### src/rtl/guard_pkg.sv
package guard_pkg;
    typedef enum logic {
        PICK_MAIN    = 1'b0,
        PICK_REPLICA = 1'b1
    } pick_e;
endpackage

### src/rtl/full_mult.sv
module full_mult #(
    parameter int OP_W = 12
) (
    input  logic [OP_W-1:0]   mul_a,
    input  logic [OP_W-1:0]   mul_b,
    output logic [2*OP_W-1:0] mul_p
);
    localparam int PW = 2 * OP_W;

    logic [PW-1:0] rows [OP_W];

    for (genvar r = 0; r < OP_W; r++) begin : g_row
        assign rows[r] = mul_b[r] ? (PW'(mul_a) << r) : '0;
    end

    always_comb begin
        mul_p = '0;
        for (int r = 0; r < OP_W; r++) begin
            mul_p = mul_p + rows[r];
        end
    end
endmodule

### src/rtl/trunc_replica.sv
module trunc_replica #(
    parameter int OP_W  = 12,
    parameter int REP_W = 6
) (
    input  logic [OP_W-1:0]   rep_a,
    input  logic [OP_W-1:0]   rep_b,
    output logic [2*OP_W-1:0] rep_p
);
    localparam int PW    = 2 * OP_W;
    localparam int SP_W  = 2 * REP_W;
    localparam int SHIFT = PW - REP_W;

    logic [REP_W-1:0] hi_a, hi_b;
    logic [SP_W-1:0]  short_p;
    logic [REP_W-1:0] kept;

    assign hi_a = rep_a[OP_W-1 -: REP_W];
    assign hi_b = rep_b[OP_W-1 -: REP_W];

    full_mult #(.OP_W(REP_W)) u_small (
        .mul_a (hi_a),
        .mul_b (hi_b),
        .mul_p (short_p)
    );

    assign kept  = short_p[SP_W-1 -: REP_W];
    assign rep_p = {kept, {SHIFT{1'b0}}};
endmodule

### src/rtl/mismatch_select.sv
module mismatch_select
    import guard_pkg::*;
#(
    parameter int PW = 24
) (
    input  logic [PW-1:0] main_v,
    input  logic [PW-1:0] est_v,
    input  logic [PW-1:0] bound,
    output logic [PW-1:0] gap,
    output pick_e         pick,
    output logic [PW-1:0] chosen
);
    always_comb begin
        gap    = (main_v >= est_v) ? (main_v - est_v) : (est_v - main_v);
        pick   = (gap > bound) ? PICK_REPLICA : PICK_MAIN;
        chosen = (pick == PICK_REPLICA) ? est_v : main_v;
    end
endmodule

### src/rtl/guarded_mult.sv
module guarded_mult
    import guard_pkg::*;
#(
    parameter int OP_W  = 12,
    parameter int REP_W = 6
) (
    input  logic                 clk,
    input  logic                 rst_n,
    input  logic                 in_valid,
    input  logic [OP_W-1:0]      op_a,
    input  logic [OP_W-1:0]      op_b,
    input  logic [2*OP_W-1:0]    thresh,
    input  logic [2*OP_W-1:0]    fault_mask,
    output logic                 out_valid,
    output logic [2*OP_W-1:0]    product,
    output logic                 corrected
);
    localparam int PW    = 2 * OP_W;
    localparam int SHIFT = PW - REP_W;

    typedef struct packed {
        logic            vld;
        logic [OP_W-1:0] a;
        logic [OP_W-1:0] b;
        logic [PW-1:0]   th;
        logic [PW-1:0]   msk;
    } cap_t;

    typedef struct packed {
        logic          vld;
        logic [PW-1:0] res;
        logic          fix;
    } out_t;

    cap_t cap_d, cap_q;
    out_t out_d, out_q;

    logic [PW-1:0] exact_p, faulty_p, est_p, gap_v, pick_v;
    pick_e         pick_s;

    full_mult #(.OP_W(OP_W)) u_main (
        .mul_a (cap_q.a),
        .mul_b (cap_q.b),
        .mul_p (exact_p)
    );

    trunc_replica #(.OP_W(OP_W), .REP_W(REP_W)) u_rep (
        .rep_a (cap_q.a),
        .rep_b (cap_q.b),
        .rep_p (est_p)
    );

    assign faulty_p = exact_p ^ cap_q.msk;

    mismatch_select #(.PW(PW)) u_sel (
        .main_v (faulty_p),
        .est_v  (est_p),
        .bound  (cap_q.th),
        .gap    (gap_v),
        .pick   (pick_s),
        .chosen (pick_v)
    );

    always_comb begin
        cap_d     = cap_q;
        cap_d.vld = in_valid;
        if (in_valid) begin
            cap_d.a   = op_a;
            cap_d.b   = op_b;
            cap_d.th  = thresh;
            cap_d.msk = fault_mask;
        end
        out_d     = out_q;
        out_d.vld = cap_q.vld;
        out_d.fix = cap_q.vld && (pick_s == PICK_REPLICA);
        if (cap_q.vld) begin
            out_d.res = pick_v;
        end
    end

    always_ff @(posedge clk or negedge rst_n) begin
        if (!rst_n) begin
            cap_q <= '0;
            out_q <= '0;
        end else begin
            cap_q <= cap_d;
            out_q <= out_d;
        end
    end

    assign out_valid = out_q.vld;
    assign product   = out_q.res;
    assign corrected = out_q.fix;

    AST_STAGE_ADVANCE: assert property (@(posedge clk) disable iff (!rst_n)
        cap_q.vld |=> out_valid);
    AST_FLAG_NEEDS_VALID: assert property (@(posedge clk) disable iff (!rst_n)
        corrected |-> out_valid);
    AST_EST_LOW_ZERO: assert property (@(posedge clk) disable iff (!rst_n)
        (out_valid && corrected) |-> (product[SHIFT-1:0] == '0));
    AST_PASS_CHECKED: assert property (@(posedge clk) disable iff (!rst_n)
        cap_q.vld |=> (!corrected || (product == $past(est_p))));
    AST_KEEP_MAIN: assert property (@(posedge clk) disable iff (!rst_n)
        cap_q.vld |=> (corrected || (product == $past(faulty_p))));
    AST_GAP_BOUND: assert property (@(posedge clk) disable iff (!rst_n)
        (cap_q.vld && (gap_v <= cap_q.th)) |=> !corrected);
endmodule

### config.mk
export PLATFORM = sky130hd
export DESIGN_NAME = guarded_mult
export DESIGN_NICKNAME = d
export VERILOG_FILES = /design/src/rtl/guard_pkg.sv /design/src/rtl/full_mult.sv /design/src/rtl/trunc_replica.sv /design/src/rtl/mismatch_select.sv /design/src/rtl/guarded_mult.sv
export SDC_FILE = /design/constraint.sdc
export NUM_CORES = 1
export LEC_CHECK = 0
export BUFFER_PORTS_ARGS = -buffer_cell sky130_fd_sc_hd__clkbuf_2
export CORE_AREA = 2 2 177 109
export CTS_BUF_LIST = sky130_fd_sc_hd__clkbuf_4
export DETAILED_ROUTE_END_ITERATION = 12
export DIE_AREA = 0 0 179 111
export PLACE_DENSITY = 0.8
export SYNTH_ARGS = -nofsm -noshare
export SYNTH_HDL_FRONTEND = slang
export SYNTH_SLANG_ARGS = --single-unit
export TNS_END_PERCENT = 5
### constraint.sdc
create_clock -name clk -period 19.3 [get_ports clk]
set_input_delay 2.895 -clock clk [delete_from_list [all_inputs] [get_ports clk]]
set_output_delay 2.895 -clock clk [all_outputs]
set_load 0.05 [all_outputs]
==> results of run 1 <==
## flip-flops by register name, indices dropped and copies added, names as in the netlist
name,count
cap_q,73
product,24
corrected,1
out_valid,1
## synth_stat cells (8+ instances only)
master	count
xor2_1	26
o31ai_1	8
ha_1	103
o21a_1	8
and2_1	78
nand3_1	17
nor3_1	11
inv_1	161
fa_1	117
nand2_1	130
a21o_1	17
a21oi_1	35
nand4_1	8
o2bb2ai_1	11
dfrtp_1	99
xnor2_1	37
mux2_2	51
o21ai_0	36
clkbuf_1	42
a22o_1	8
nor2_1	33
a31oi_1	9
## stage by stage
step,util,setup WS (ns),std cells
6_report,0.625,8.99,1449
5_1_grt,0.625,8.52,1449
4_1_cts,0.625,9.19,1449
3_5_place_dp,0.618,9.28,1433
3_3_place_gp,0.618,9.40,1433
2_1_floorplan,-,10.42,1133
## layer usage
layer	track usage	vias to the layer above
li1	-	3840
met1	0.393	4050
met2	0.378	266
met3	0.0573	19
met4	0.0515	0
met5	0	-
## layout make-up
cell class                      instances  area, um2  share of cell area
Clock buffer                            9       67.6             0.00585
Clock inverter                          7       50.0             0.00433
Inverter                              161        604              0.0523
Multi-Input combinational cell        824       7510               0.651
Sequential cell                        99       2480               0.214
Tap cell                              246        308              0.0266
Timing Repair Buffer                  103        528              0.0457
## cell families after synthesis
family / after synthesis / synth area share
AO/OA/AOI/OAI: 174 / 0.108
XOR/XNOR: 64 / 0.0532
adder cells (fa/ha/maj): 220 / 0.336
buffers and inverters: 210 / 0.0746
flip-flops: 99 / 0.229
multiplexers: 53 / 0.0550
AND/OR/NAND/NOR: 313 / 0.143
## how the worst min path moves through the flow
stage,to,slack (ns),depth (start not counted)
6_report,product[20]$_DFFE_PN0P_,0.52,1
5_1_grt,product[3]$_DFFE_PN0P_,0.54,1
4_1_cts,product[2]$_DFFE_PN0P_,0.52,1
3_5_place_dp,product[20]$_DFFE_PN0P_,0.48,1
3_3_place_gp,product[3]$_DFFE_PN0P_,0.49,1
2_1_floorplan,out_valid$_DFF_PN0_,0.37,0
## worst register-to-register path, delay by kind of cell, from the launching register on
| family | cells | cell delay, ns |
|---|---|---|
| adder cells (fa/ha/maj) | 8 | 3.65 |
| AO/OA/AOI/OAI | 16 | 3.81 |
| XOR/XNOR | 1 | 0.11 |
| buffers and inverters | 3 | 0.14 |
| AND/OR/NAND/NOR | 8 | 1.83 |
| flip-flops | 1 | 0.70 |
==> flow_summary.toml, run 1 <==
[yosys]
syn_inst = 1133
yosys_most_used_dff = "dfrtp_1"
synth-async-reset-ratio = 1.00
avgSynthCellArea_um2 = 9.53
synth-edff-count = 0
synthTopCellsByArea = "dfrtp_1 23%, fa_1 22%, ha_1 12%, inv_1 5.6%, mux2_2 5.3%"
synth_area_um2 = 10800
ys_warn_count = 0
synth_seq_area_share = 0.229
synth_top_area_cell = "dfrtp_1"
synth.top_cell.area_share = 0.229
ys_seq_elements = 99
synth_nets = 1428
yosysUniqueCellTypes = 61

[global_routing]
grt_pass1_vias = 8188
grt-ovfl-total = 0
grt_pass1_wl_um = 40200
antenna_found_initial = 0
grt_usage = 0.258
grt_max_degree = 71

[final_layout]
nets = 1493
area_growth_pct = 6.96
final_cell_mix = "161 x inv_1, 130 x nand2_1, 117 x fa_1"
fin_area_um2 = 11500
diodes = 0
final_common_cell = "inv_1"
fillers = 1585
drive_gt1_frac = 0.147

[cts]
clockBufferDepth = 2
cts_tree = "yes"
hold_buffers = 0
worstSkewPairLatency_ns = 0.55
clock-sinks = 99
cts_made_buffers = 9
ctsHtreeMaxLevel = 3
cts_resized = 0
postCtsSetupBuffers = 0
path_clk_slew_ns = 0.14
cts_root_buffer = "clkbuf_4"

[timing]
max_freq_ghz = 0.0970
period_share = 0.534
worst_clock_skew_ns = 0.0356
final.setup.tns_ns = 0
fin_crit_ns = 10.31
hold_ws_ns = 0.522
worst_pin_slew_ns = 1.07
rsz0062_at_grt = "no"
report.final.hold_viol_count = 0
setup_viol = 0
max_slew_margin = 0.289
slew_viol_final = 0

[floorplan]
die_w_um = 179
initial_core_util = 0.584
die-area_um2 = 19900
rows = 39
die_h_um = 111
io_pins = 101
core_area_um2 = 18500

[worst_setup_path]
crit_buf_inv = 3
startpoint = "cap_q[67]$_DFFE_PN0P_"
critPathLaunchType = "register"
r2r-end = "product[23]$_DFFE_PN0P_"
crit_path_max_incr_delay_ns = 0.72
worst-path-stages = 36
crit_type = "reg -> reg"
critPathMaxFanout = 19
worstPathArrival_ns = 10.75
ff2ff_path_depth = 36
regToRegSetupSlack_ns = 8.99
required_ns = 19.74
worstSetupEndpointType = "register"
crit_slowest_cell = "o21ai_1"
critical_path.top_delay_family = "compound AO/OA/AOI/OAI gates"
cp-endpoint = "product[23]$_DFFE_PN0P_"
worst_r2r_startpoint = "cap_q[67]$_DFFE_PN0P_"

[route]
highest-signal-layer = "met4"
first_pass_iters = 5
num_vias = 8175
met2_length_um = 10600
wl_per_cell_um = 16.5
antenna_left = 0
routed_via_density = 5.64
wl_um = 24000
wl_met1_um = 11400
dr_wl_met3_um = 1720
drc = 0
drtIter0Drc = 590

[place]
dpl_cell_area_um2 = 11400
port_buffers = 100
dp_hpwl_um = 19600
gp_congestion = 0.940

[outcome]
status = "completed"

[worst_hold_path]
hold_class = "reg -> reg"
worstHoldStart = "product[20]$_DFFE_PN0P_"

[job]
cap_violations = 0
Power of run 1 is not shown: default switching activity piles up to over one toggle a cycle in this logic, so the estimate is an artifact.
==> inputs of run 2 (changes only) <==
--- a/config.mk
+++ b/config.mk
@@ -6,11 +6,11 @@
 export NUM_CORES = 1
 export LEC_CHECK = 0
 export BUFFER_PORTS_ARGS = -buffer_cell sky130_fd_sc_hd__clkbuf_2
-export CORE_AREA = 2 2 177 109
+export CORE_AREA = 2 2 181 112
 export CTS_BUF_LIST = sky130_fd_sc_hd__clkbuf_4
 export DETAILED_ROUTE_END_ITERATION = 12
-export DIE_AREA = 0 0 179 111
-export PLACE_DENSITY = 0.8
+export DIE_AREA = 0 0 183 114
+export PLACE_DENSITY = 0.79
 export SYNTH_ARGS = -nofsm -noshare
 export SYNTH_HDL_FRONTEND = slang
 export SYNTH_SLANG_ARGS = --single-unit
==> constraint.sdc (replaced) <==
create_clock -name clk -period 9.34 [get_ports clk]
set_input_delay 1.401 -clock clk [delete_from_list [all_inputs] [get_ports clk]]
set_output_delay 1.401 -clock clk [all_outputs]
set_load 0.05 [all_outputs]
==> run 2 against run 1 <==
Against the previous run: sequential share of layout area decreased by 1.0 points; maximum frequency increased by 15%; register-to-register slack got worse by 8.6 ns; worst hold slack got worse by 0.010 ns; clock skew decreased by 0.011 ns; routed wire length increased by 6.5%; largest cell class unchanged; first-iteration DRC count increased by 11%; critical path depth increased by 1; utilization increased by 0.52 points; non-clock buffer count increased by 61; via count increased by 4.0%; cell count increased by 4.6%.
==> flow_summary.toml, run 2 (synthesized netlist as in run 1, its figures left out) <==
[place]
port_buffers = 100
dp_slack_ns = -0.0461
gp_congestion = 0.936
dp_hpwl_um = 20700

[route]
first_pass_iters = 6
antenna_left = 0
routed_via_density = 5.61
drtIter0Drc = 656
drc = 0
wl_um = 25500
num_vias = 8498
wl_per_cell_um = 16.8

[floorplan]
die_h_um = 114
initial_core_util = 0.556
rows = 40
die_w_um = 183
io_pins = 101
die-area_um2 = 20900
core_area_um2 = 19400

[global_routing]
grt_max_degree = 71
antenna_found_initial = 0
grt-ovfl-total = 0
grt_usage = 0.254
grt_pass1_wl_um = 41700
grt_pass1_vias = 8484

[final_layout]
diodes = 0
drive_gt1_frac = 0.223
multi_input_area_um2 = 7640
fillers = 1603
nets = 1554
largest_register = "cap_q"
final_common_cell = "inv_1"
seq_area_um2 = 2500
largest_reg_flops = 73
final_cell_mix = "161 x inv_1, 129 x nand2_1, 116 x fa_1"
area_growth_pct = 13.3

[cts]
cts_tree = "yes"
cts_made_buffers = 9
path_clk_slew_ns = 0.19
ctsHtreeMaxLevel = 3
worstSkewPairLatency_ns = 0.54
clockBufferDepth = 2
clock-sinks = 99
cts_root_buffer = "clkbuf_4"

[timing]
setup_viol = 0
period_share = 0.963
worst_pin_slew_ns = 0.726
max_freq_ghz = 0.111
worst_clock_skew_ns = 0.0247
slew_viol_final = 0
max_slew_margin = 0.516
hold_ws_ns = 0.512
fin_ws_ns = 0.342
report.final.hold_viol_count = 0
fin_crit_ns = 9.00

[worst_setup_path]
worstPathArrival_ns = 9.44
critPathLaunchType = "register"
crit_path_max_incr_delay_ns = 0.54
worstSetupEndpointType = "register"
crit_top_cell = "fa_1"
critPathMaxFanout = 7
crit_slowest_cell = "fa_1"
required_ns = 9.79
crit_type = "reg -> reg"

[worst_hold_path]
hold_class = "reg -> reg"

[job]
cap_violations = 0

[outcome]
status = "completed"
## run 2: final cells by class
| type | instances | area share |
|---|---|---|
| Multi-Input combinational cell | 824 | 0.625 |
| Sequential cell | 99 | 0.205 |
| Timing Repair Buffer | 164 | 0.0843 |
| Inverter | 161 | 0.0494 |
| Tap cell | 252 | 0.0258 |
| Clock inverter | 7 | 0.00573 |
| Clock buffer | 9 | 0.00552 |
## run 2: through the flow
stage / setup TNS [ns] / util / cell area (um2) / std cells
floorplan: 0 / - / 10800 / 1133
global placement: 0 / 0.605 / 11800 / 1478
detailed placement: -0.0794 / 0.605 / 11800 / 1478
CTS: 0 / 0.614 / 11900 / 1496
global route: -0.0162 / 0.630 / 12200 / 1516
finish: 0 / 0.630 / 12200 / 1516
## run 2: worst paths after layout
check                                   startpoint                       to  slack, ns  depth (start not counted)
min reg2reg                product[17]$_DFFE_PN0P_  product[17]$_DFFE_PN0P_       0.51                          1
max reg2reg                  cap_q[62]$_DFFE_PN0P_  product[23]$_DFFE_PN0P_       0.34                         37
max                          cap_q[62]$_DFFE_PN0P_  product[23]$_DFFE_PN0P_       0.34                         37
min                        product[17]$_DFFE_PN0P_  product[17]$_DFFE_PN0P_       0.51                          1
max in group asynchronous                    rst_n    cap_q[59]$_DFFE_PN0P_       7.33                          2
min in group asynchronous                    rst_n   product[6]$_DFFE_PN0P_       0.84                          1
## run 2: critical path: cells and delay by family (launching register included)
| kind | cells | cell delay [ns] |
|---|---|---|
| fa+ha+maj | 8 | 3.53 |
| compound gates | 14 | 2.39 |
| simple gates | 9 | 1.83 |
| flops | 1 | 0.50 |
| buf+inv | 5 | 0.48 |
| xor+xnor | 1 | 0.17 |
## run 2: per-layer routing
| metal | vias to the layer above | global-route usage | share of wire | wire length, um |
|---|---|---|---|---|
| met3 | 26 | 0.0613 | 0.086 | 2200 |
| li1 | 3962 | - | - | - |
| met2 | 312 | 0.382 | 0.43 | 11000 |
| met1 | 4198 | 0.376 | 0.47 | 12100 |
| met5 | - | 0 | 0 | 0 |
| met4 | 0 | 0.0480 | 0.010 | 266 |
## run 2: what timing repair did
| item | 4_1_cts | 5_1_grt |
|---|---|---|
| resized for setup | 11 | 40 |
| buffers inserted | 2 | 20 |
| setup endpoints to repair | 9 | 25 |
| hold buffers | 0 | 0 |
| pin swaps | 0 | 15 |
Power of run 2 is left out for the same reason.
==> inputs of run 3 (changes only) <==
--- a/config.mk
+++ b/config.mk
@@ -6,11 +6,10 @@
 export NUM_CORES = 1
 export LEC_CHECK = 0
 export BUFFER_PORTS_ARGS = -buffer_cell sky130_fd_sc_hd__clkbuf_2
-export CORE_AREA = 2 2 181 112
-export CTS_BUF_LIST = sky130_fd_sc_hd__clkbuf_4
+export CORE_AREA = 2 2 183 113
 export DETAILED_ROUTE_END_ITERATION = 12
-export DIE_AREA = 0 0 183 114
-export PLACE_DENSITY = 0.79
+export DIE_AREA = 0 0 185 115
+export PLACE_DENSITY = 0.78
 export SYNTH_ARGS = -nofsm -noshare
 export SYNTH_HDL_FRONTEND = slang
 export SYNTH_SLANG_ARGS = --single-unit
==> run 3 against run 2 <==
Against the previous run: register-to-register slack barely moved; clock skew fell by 0.014 ns; routed wire length rose by 1.5%; worst hold slack got worse by 0.014 ns; non-clock buffer count fell by 7; via count rose by 0.39%; maximum frequency barely moved.
==> flow_summary.toml, run 3 (synthesized netlist as in run 1, its figures left out) <==
[outcome]
status = "completed"

[final_layout]
fin_area_um2 = 12400
final_cell_mix = "161 x inv_1, 129 x nand2_1, 116 x fa_1"
final_common_cell = "inv_1"
area_growth_pct = 14.5
diodes = 0
largest_register = "cap_q"
drive_gt1_frac = 0.219
largest_reg_flops = 73
nets = 1547

[job]
cap_violations = 0

[floorplan]
die_w_um = 185
die-area_um2 = 21300
initial_core_util = 0.550
die_h_um = 115
io_pins = 101
core_area_um2 = 19600
rows = 40

[timing]
worst_pin_slew_ns = 0.753
fin_crit_ns = 9.00
slew_viol_final = 0
period_share = 0.964
report.final.hold_viol_count = 0
hold_ws_ns = 0.497
worst_clock_skew_ns = 0.0112
max_freq_ghz = 0.111
setup_viol = 0
max_slew_margin = 0.498

[cts]
ctsHtreeMaxLevel = 3
cts_root_buffer = "clkbuf_16"
worstSkewPairLatency_ns = 0.37
cts_made_buffers = 9
cts_tree = "yes"
clock-sinks = 99
path_clk_slew_ns = 0.07
hold_buffers = 0
clockBufferDepth = 2

[worst_setup_path]
crit_buf_inv = 6
worstSetupEndpointType = "register"
required_ns = 9.63
crit_slowest_cell = "fa_1"
crit_top_cell = "inv_1"
crit_type = "reg -> reg"
worstPathArrival_ns = 9.29
critical_path.top_delay_family = "adder cells"
critPathLaunchType = "register"
critPathMaxFanout = 7
crit_path_max_incr_delay_ns = 0.55

[global_routing]
grtUsageMet2 = 0.374
antenna_found_initial = 0
grt_pass1_wl_um = 41800
grt-ovfl-total = 0
met3_usage = 0.0672
grt_usage = 0.253
met1_usage = 0.375
grt_pass1_vias = 8330
grt_max_degree = 73
busiest_layer = "met1"

[place]
gp_congestion = 0.969
dp_hpwl_um = 21100
dpl_cell_area_um2 = 11800
port_buffers = 100

[route]
drc = 0
drtIter0Drc = 644
routed_via_density = 5.58
num_vias = 8531
first_pass_iters = 5
wl_per_cell_um = 16.9
wl_um = 25900
antenna_left = 0

[worst_hold_path]
hold_class = "reg -> reg"
[run 3: changes by cell type in the layout (fill, tap and decap cells not counted), moves of 3 or more]
cell and delta:
clkbuf_16 +9, buf_12 -3, dfrtp_1 +4, dfrtp_2 -4, clkbuf_4 -10
[run 3: final timing paths]
| path | startpoint | cells after the start | slack, ns | endpoint |
|---|---|---|---|---|
| max | cap_q[60]$_DFFE_PN0P_ | 39 | 0.34 | product[23]$_DFFE_PN0P_ |
| min | product[17]$_DFFE_PN0P_ | 1 | 0.50 | product[17]$_DFFE_PN0P_ |
| max reg2reg | cap_q[60]$_DFFE_PN0P_ | 39 | 0.34 | product[23]$_DFFE_PN0P_ |
| min reg2reg | product[17]$_DFFE_PN0P_ | 1 | 0.50 | product[17]$_DFFE_PN0P_ |
| max in group asynchronous | rst_n | 2 | 7.12 | cap_q[65]$_DFFE_PN0P_ |
| min in group asynchronous | rst_n | 1 | 1.04 | cap_q[28]$_DFFE_PN0P_ |
[run 3: worst register-to-register path: cells and delay by family (launching register included)]
| kind | cells | cell delay (ns) |
|---|---|---|
| flops | 1 | 0.46 |
| compound gates | 13 | 2.11 |
| simple gates | 9 | 1.99 |
| buf+inv | 6 | 0.67 |
| fa+ha+maj | 9 | 3.29 |
| xor+xnor | 2 | 0.39 |
[run 3: through the flow]
step | cells | setup WS (ns) | TNS [ns] | util
3_3_place_gp | 1504 | 0.169 | 0 | 0.602
5_1_grt | 1530 | -0.0930 | -0.532 | 0.630
2_1_floorplan | 1133 | 0.463 | 0 | -
4_1_cts | 1520 | 0.00208 | 0 | 0.618
3_5_place_dp | 1504 | -0.0529 | -0.0566 | 0.602
6_report | 1530 | 0.340 | 0 | 0.630
[run 3: cell type report]
| type | count | area (um2) |
|---|---|---|
| clock buffers | 9 | 225 |
| clock inverters | 7 | 81.3 |
| flip-flops and latches | 99 | 2500 |
| repair buffers | 157 | 946 |
| inverters | 161 | 604 |
| fillers | 1629 | 7250 |
| multi-input cells | 824 | 7670 |
| well taps | 273 | 342 |
[run 3: repair_timing]
action | CTS | global route
gates cloned | 0 | 0
setup buffers | 0 | 10
gates resized for setup | 6 | 45
setup endpoints to repair | 12 | 25
pin swaps | 0 | 20
[run 3: layer usage]
metal / part of all wire / wire (um)
met1: 0.46 / 12000
met2: 0.43 / 11200
met3: 0.095 / 2470
met4: 0.0088 / 229
met5: 0 / 0
Power of run 3 is left out for the same reason.
